<file path="config.mk">
export PLATFORM = sky130hd
export DESIGN_NAME = subcarrier_reply_tx
export DESIGN_NICKNAME = d
export VERILOG_FILES = /design/src/rtl/subcarrier_reply_tx.sv
export SDC_FILE = /design/constraint.sdc
export NUM_CORES = 1
export LEC_CHECK = 0
export BUFFER_PORTS_ARGS = -buffer_cell sky130_fd_sc_hd__buf_2
export CAP_MARGIN = 15
export CORE_UTILIZATION = 25
export CTS_CLUSTER_SIZE = 24
export DETAILED_ROUTE_END_ITERATION = 8
export HOLD_SLACK_MARGIN = 0.03
export SYNTH_ARGS = -nofsm -noshare
export SYNTH_HDL_FRONTEND = slang
export SYNTH_SLANG_ARGS = --single-unit
</file>
<file path="constraint.sdc">
create_clock -name clk -period 7.5 [get_ports clk]
set_input_delay 0.75 -clock clk [delete_from_list [all_inputs] [get_ports clk]]
set_output_delay 0.75 -clock clk [all_outputs]
set_load 0.005 [all_outputs]
</file>
<file path="src/rtl/subcarrier_reply_tx.sv">
module subcarrier_reply_tx #(
  parameter int DIV_W      = 6,
  parameter int TS_W       = 16,
  parameter int DATA_W     = 24,
  parameter int LEN_W      = 5,
  parameter int SLOT_TICKS = 21,
  parameter int DATA_WAIT  = 70,
  parameter int ACK_WAIT   = 758
) (
  input  logic              clk,
  input  logic              rst_n,
  input  logic              tx_start,
  input  logic              tx_kind,
  input  logic [DATA_W-1:0] tx_data,
  input  logic [LEN_W-1:0]  tx_len,
  input  logic [TS_W-1:0]   ref_stamp,
  input  logic              ks_bit,
  output logic              sc_drive,
  output logic              ks_adv,
  output logic              tx_done,
  output logic [TS_W-1:0]   tick_now
);

  localparam int DATA_PRE = DATA_WAIT / SLOT_TICKS - 1;
  localparam int ACK_PRE  = ACK_WAIT / SLOT_TICKS - 1;
  localparam int PRE_W    = $clog2(ACK_PRE + 1);

  typedef enum logic [2:0] {S_IDLE, S_PRE, S_WAIT, S_LOAD, S_BIT, S_DONE} st_t;

  st_t               st;
  logic [DIV_W-1:0]  div;
  logic [TS_W-1:0]   tick;
  logic [TS_W-1:0]   target;
  logic [DATA_W-1:0] dat;
  logic [LEN_W-1:0]  len_q;
  logic [LEN_W-1:0]  idx;
  logic [PRE_W-1:0]  pre_cnt;
  logic              kind_q;
  logic              drv;
  logic              busy;
  logic              due;
  logic [TS_W-1:0]   gap;

  assign busy = (st != S_IDLE);
  assign gap  = tick - target;
  assign due  = !gap[TS_W-1];

  always_ff @(posedge clk) begin
    if (!rst_n) begin
      div  <= '0;
      tick <= '0;
    end else begin
      div <= div + DIV_W'(1);
      if (&div) tick <= tick + TS_W'(1);
    end
  end

  always_ff @(posedge clk) begin
    if (!rst_n) begin
      st      <= S_IDLE;
      target  <= '0;
      dat     <= '0;
      len_q   <= '0;
      idx     <= '0;
      pre_cnt <= '0;
      kind_q  <= 1'b0;
      drv     <= 1'b0;
    end else begin
      case (st)
        S_IDLE: if (tx_start && !busy) begin
          kind_q  <= tx_kind;
          dat     <= tx_data;
          len_q   <= tx_kind ? LEN_W'(1) : tx_len;
          idx     <= '0;
          target  <= ref_stamp + (tx_kind ? TS_W'(ACK_WAIT) : TS_W'(DATA_WAIT));
          pre_cnt <= tx_kind ? PRE_W'(ACK_PRE) : PRE_W'(DATA_PRE);
          st      <= S_PRE;
        end
        S_PRE: begin
          pre_cnt <= pre_cnt - PRE_W'(1);
          if (pre_cnt == PRE_W'(1)) st <= S_WAIT;
        end
        S_WAIT: if (due) st <= S_LOAD;
        S_LOAD: begin
          drv    <= kind_q ? 1'b1 : (dat[0] ^ ks_bit);
          target <= target + TS_W'(SLOT_TICKS);
          st     <= S_BIT;
        end
        S_BIT: if (due) begin
          if (idx + LEN_W'(1) == len_q) begin
            drv <= 1'b0;
            st  <= S_DONE;
          end else begin
            idx <= idx + LEN_W'(1);
            dat <= dat >> 1;
            st  <= S_LOAD;
          end
        end
        S_DONE: st <= S_IDLE;
        default: st <= S_IDLE;
      endcase
    end
  end

  assign sc_drive = drv & div[DIV_W-1];
  assign ks_adv   = (st == S_PRE) || ((st == S_BIT) && due);
  assign tx_done  = (st == S_DONE);
  assign tick_now = tick;

endmodule

</file>
==> results.cfg <==
[status]
status = finished with violations
violations = design-rule violations

[critical_path]
crit_chain = inv_1 -> ha_1 -> and2_1 -> a221o_1 -> a22oi_1 -> o31a_1 -> and2_1 -> o21bai_1 -> buf_2
cpPeakStageDelay_ns = 0.35
worst-r2r-cell-count = 8
rrSetupSlack_ns = 4.79
worstSetupEndpointType = output pin
critPathLaunchType = register
cp.arrival_ns = 2.54
crit_path_frequent_cell = and2_1
crit_path_max_fanout = 7
r2r_end = dat[15]$_SDFFE_PN0P_
path_delay_family = compound AO/OA/AOI/OAI gates
path_class = register to output pin
crit_buf_inv = 2
reg2reg_from = idx[0]$_SDFFE_PN0P_
cp.required_ns = 6.75
cp_slowest_cell = dfxtp_1

[sta]
final_hold_viol_count = 0
worst_pin_slew_ns = 1.10
slew_violations = 0
finClkSkew_ns = 0.0108
fmax_ghz = 0.304
finalSetupViolations = 0
maxSlewHeadroom_pct = 27.0
rsz0062_at_grt = false
fin_tns_setup_ns = 0
fin_crit_sh_pct = 43.8
min_period_ns = 3.29

[clock_network]
cts_max_path_buffers = 2
htree_levels = 3
post_cts_buffers = 0
cts_buffers = 9
cts_resized = 0
cts.clk_slew.worst_paths_ns = 0.07
cts.sinks = 83
clock_latency_ns = 0.35
cts-root-buf = clkbuf_16
cts_tree = yes
ctsHoldBuffers = 0

[yosys]
ys.warnings.count = 0
synth.cell_area_um2 = 4650
synth_area_leaders = dfxtp_1 36%, nand2_1 6.9%, ha_1 6.7%
ys_ff_latch = 83
synthArstFlopShare_pct = 0
synth_cells = 590
synth_edf_count = 0
synth_nets = 665
synth_most_common_cell = nand2_1
yosysTopAreaCellShare_pct = 35.8
synth_top_flop_cell = dfxtp_1
ys_top_cells_by_count = 86 x nand2_1, 83 x dfxtp_1, 66 x nor2_1
synth_cell_types = 58
synth.avg_cell_area_um2 = 7.88
synth_seq_area_share_pct = 35.8
yosysTopAreaCell = dfxtp_1

[global_routing]
grt-busiest-layer = met2
use_met1_pct = 17.4
gr-total-overflow = 0
grt_pass1_vias = 3804
grt_max_degree = 53
antenna_found_initial = 1
met2_usage_pct = 18.1
track_usage_pct = 12.5
use_met3_pct = 3.33
grt_first_pass_wirelength_um = 19300

[route]
via_per_inst = 4.78
final_antenna_net_count = 0
drt-initial-drc-count = 332
vias = 4177
drc = 12
wire_per_inst_um = 13.1
dr.pass1.iters = 7
wirelength_um = 11500

[finish]
nets = 715
drive_gt1_share_pct = 14.9
area_delta_synth_final_pct = 18.5
multi_input_comb_area_um2 = 2770
final_cells = 874
fillers = 1929
final_core_util_pct = 30.5
regArea_um2 = 1660
n_antenna_cell = 0

[floorplanning]
rows = 49
die_x_um = 138
coreArea_um2 = 18100
dieArea_um2 = 19100
boundaryPins = 69
die_y_um = 138
initial_utilization_pct = 25.7

[power]
p_leak_nw = 2.23
peakVddDrop_mv = 0.104
p_total_mw = 1.19
p_per_area_nw_per_um2 = 215

[place]
place_inst = 857
portBuffers = 68
place_congestion = 0.780
hpwl_um = 8390

[hold_path]
min_to = dat[23]$_SDFFE_PN0P_
hp-class = register to register
hold_path_depth = 2
worstHoldStart = dat[23]$_SDFFE_PN0P_

[run]
drv_cap = 0
## kinds of logic (layout without fill, tap and decap cells)
| group | after synthesis | after routing | share of synthesized area (%) |
|---|---|---|---|
| AO/OA/AOI/OAI | 145 | 145 | 20.9 |
| XOR/XNOR | 37 | 37 | 6.97 |
| adder cells (fa/ha/maj) | 25 | 25 | 6.73 |
| buffers and inverters | 58 | 113 | 4.95 |
| flip-flops | 83 | 83 | 35.8 |
| multiplexers | 2 | 2 | 0.431 |
| AND/OR/NAND/NOR | 240 | 240 | 24.2 |
## routing by layer
metal,part of all wire [%],vias up
li1,-,2208
met1,50,1876
met2,42,80
met3,5.9,11
met4,1.6,2
met5,0.11,-
## where the power goes
part	switching, mW	leakage (nW)	internal [mW]
clock network	0.193	0.161	0.297
logic	0.114	1.39	0.0792
registers	0.0274	0.680	0.475
## registers in the layout (all words and copies together), names as in the netlist
name      cells
div           6
target       16
len_q         5
tick_now     16
drv           1
pre_cnt       6
dat          24
idx           5
st            3
kind_q        1
## final cells by class
type / count / share of cell area (%)
multi-input cells: 449 / 50.3
clock buffers: 9 / 4.09
clock inverters: 7 / 1.89
well taps: 229 / 5.20
repair buffers: 72 / 6.68
inverters: 25 / 1.70
flip-flops and latches: 83 / 30.2
## stage by stage
stage	hold slack, ns	cell area, um^2	setup WS (ns)
after global routing	0.478	5510	3.94
after CTS	0.459	5500	4.15
after global placement	0.433	5170	4.55
final	0.462	5510	4.21
after detailed placement	0.449	5170	4.53
after floorplan	0.418	4650	4.87
## worst max-delay path by stage
stage                                  startpoint      to  slack, ns  depth (start not counted)
after CTS                  target[8]$_SDFFE_PN0P_  ks_adv       4.15                          9
after global routing       target[6]$_SDFFE_PN0P_  ks_adv       3.94                          9
after global placement     target[8]$_SDFFE_PN0P_  ks_adv       4.55                          9
after floorplan            target[8]$_SDFFE_PN0P_  ks_adv       4.87                          9
after detailed placement   target[8]$_SDFFE_PN0P_  ks_adv       4.53                          9
final                     target[10]$_SDFFE_PN0P_  ks_adv       4.21                          9
## placed cells by master, fill, tap and decap left out, types with 3 or more instances in the layout
cell / Yosys / layout
a211oi_1: 3 / 3
a21o_1: 5 / 5
a21oi_1: 42 / 42
a311oi_1: 25 / 25
a31oi_1: 6 / 6
and2_1: 8 / 8
and3_1: 4 / 4
and4_1: 4 / 4
buf_2: 4 / 68
buf_4: 0 / 3
clkbuf_16: 0 / 9
dfxtp_1: 83 / 83
ha_1: 25 / 25
inv_1: 24 / 24
inv_6: 0 / 4
nand2_1: 86 / 86
nand2b_1: 3 / 3
nand3_1: 15 / 15
nand3b_1: 7 / 7
nand4_1: 12 / 12
nor2_1: 66 / 66
nor2b_1: 3 / 3
nor3_1: 12 / 11
nor3b_1: 3 / 3
nor4_1: 3 / 3
o211ai_1: 4 / 4
o21ai_0: 30 / 30
o21bai_1: 3 / 3
or3_1: 8 / 8
xnor2_1: 15 / 15
xor2_1: 22 / 22
## worst reg2reg max path, cell delays in order, from the launching register on
cell and delay (ns):
dfxtp_1 0.44, ha_1 0.33, nor2b_1 0.08, or3_1 0.36
a311oi_2 0.45, a21o_1 0.27, a31oi_4 0.04, buf_4 0.34
a311oi_1 0.31
(Power assumes the default switching activity.)
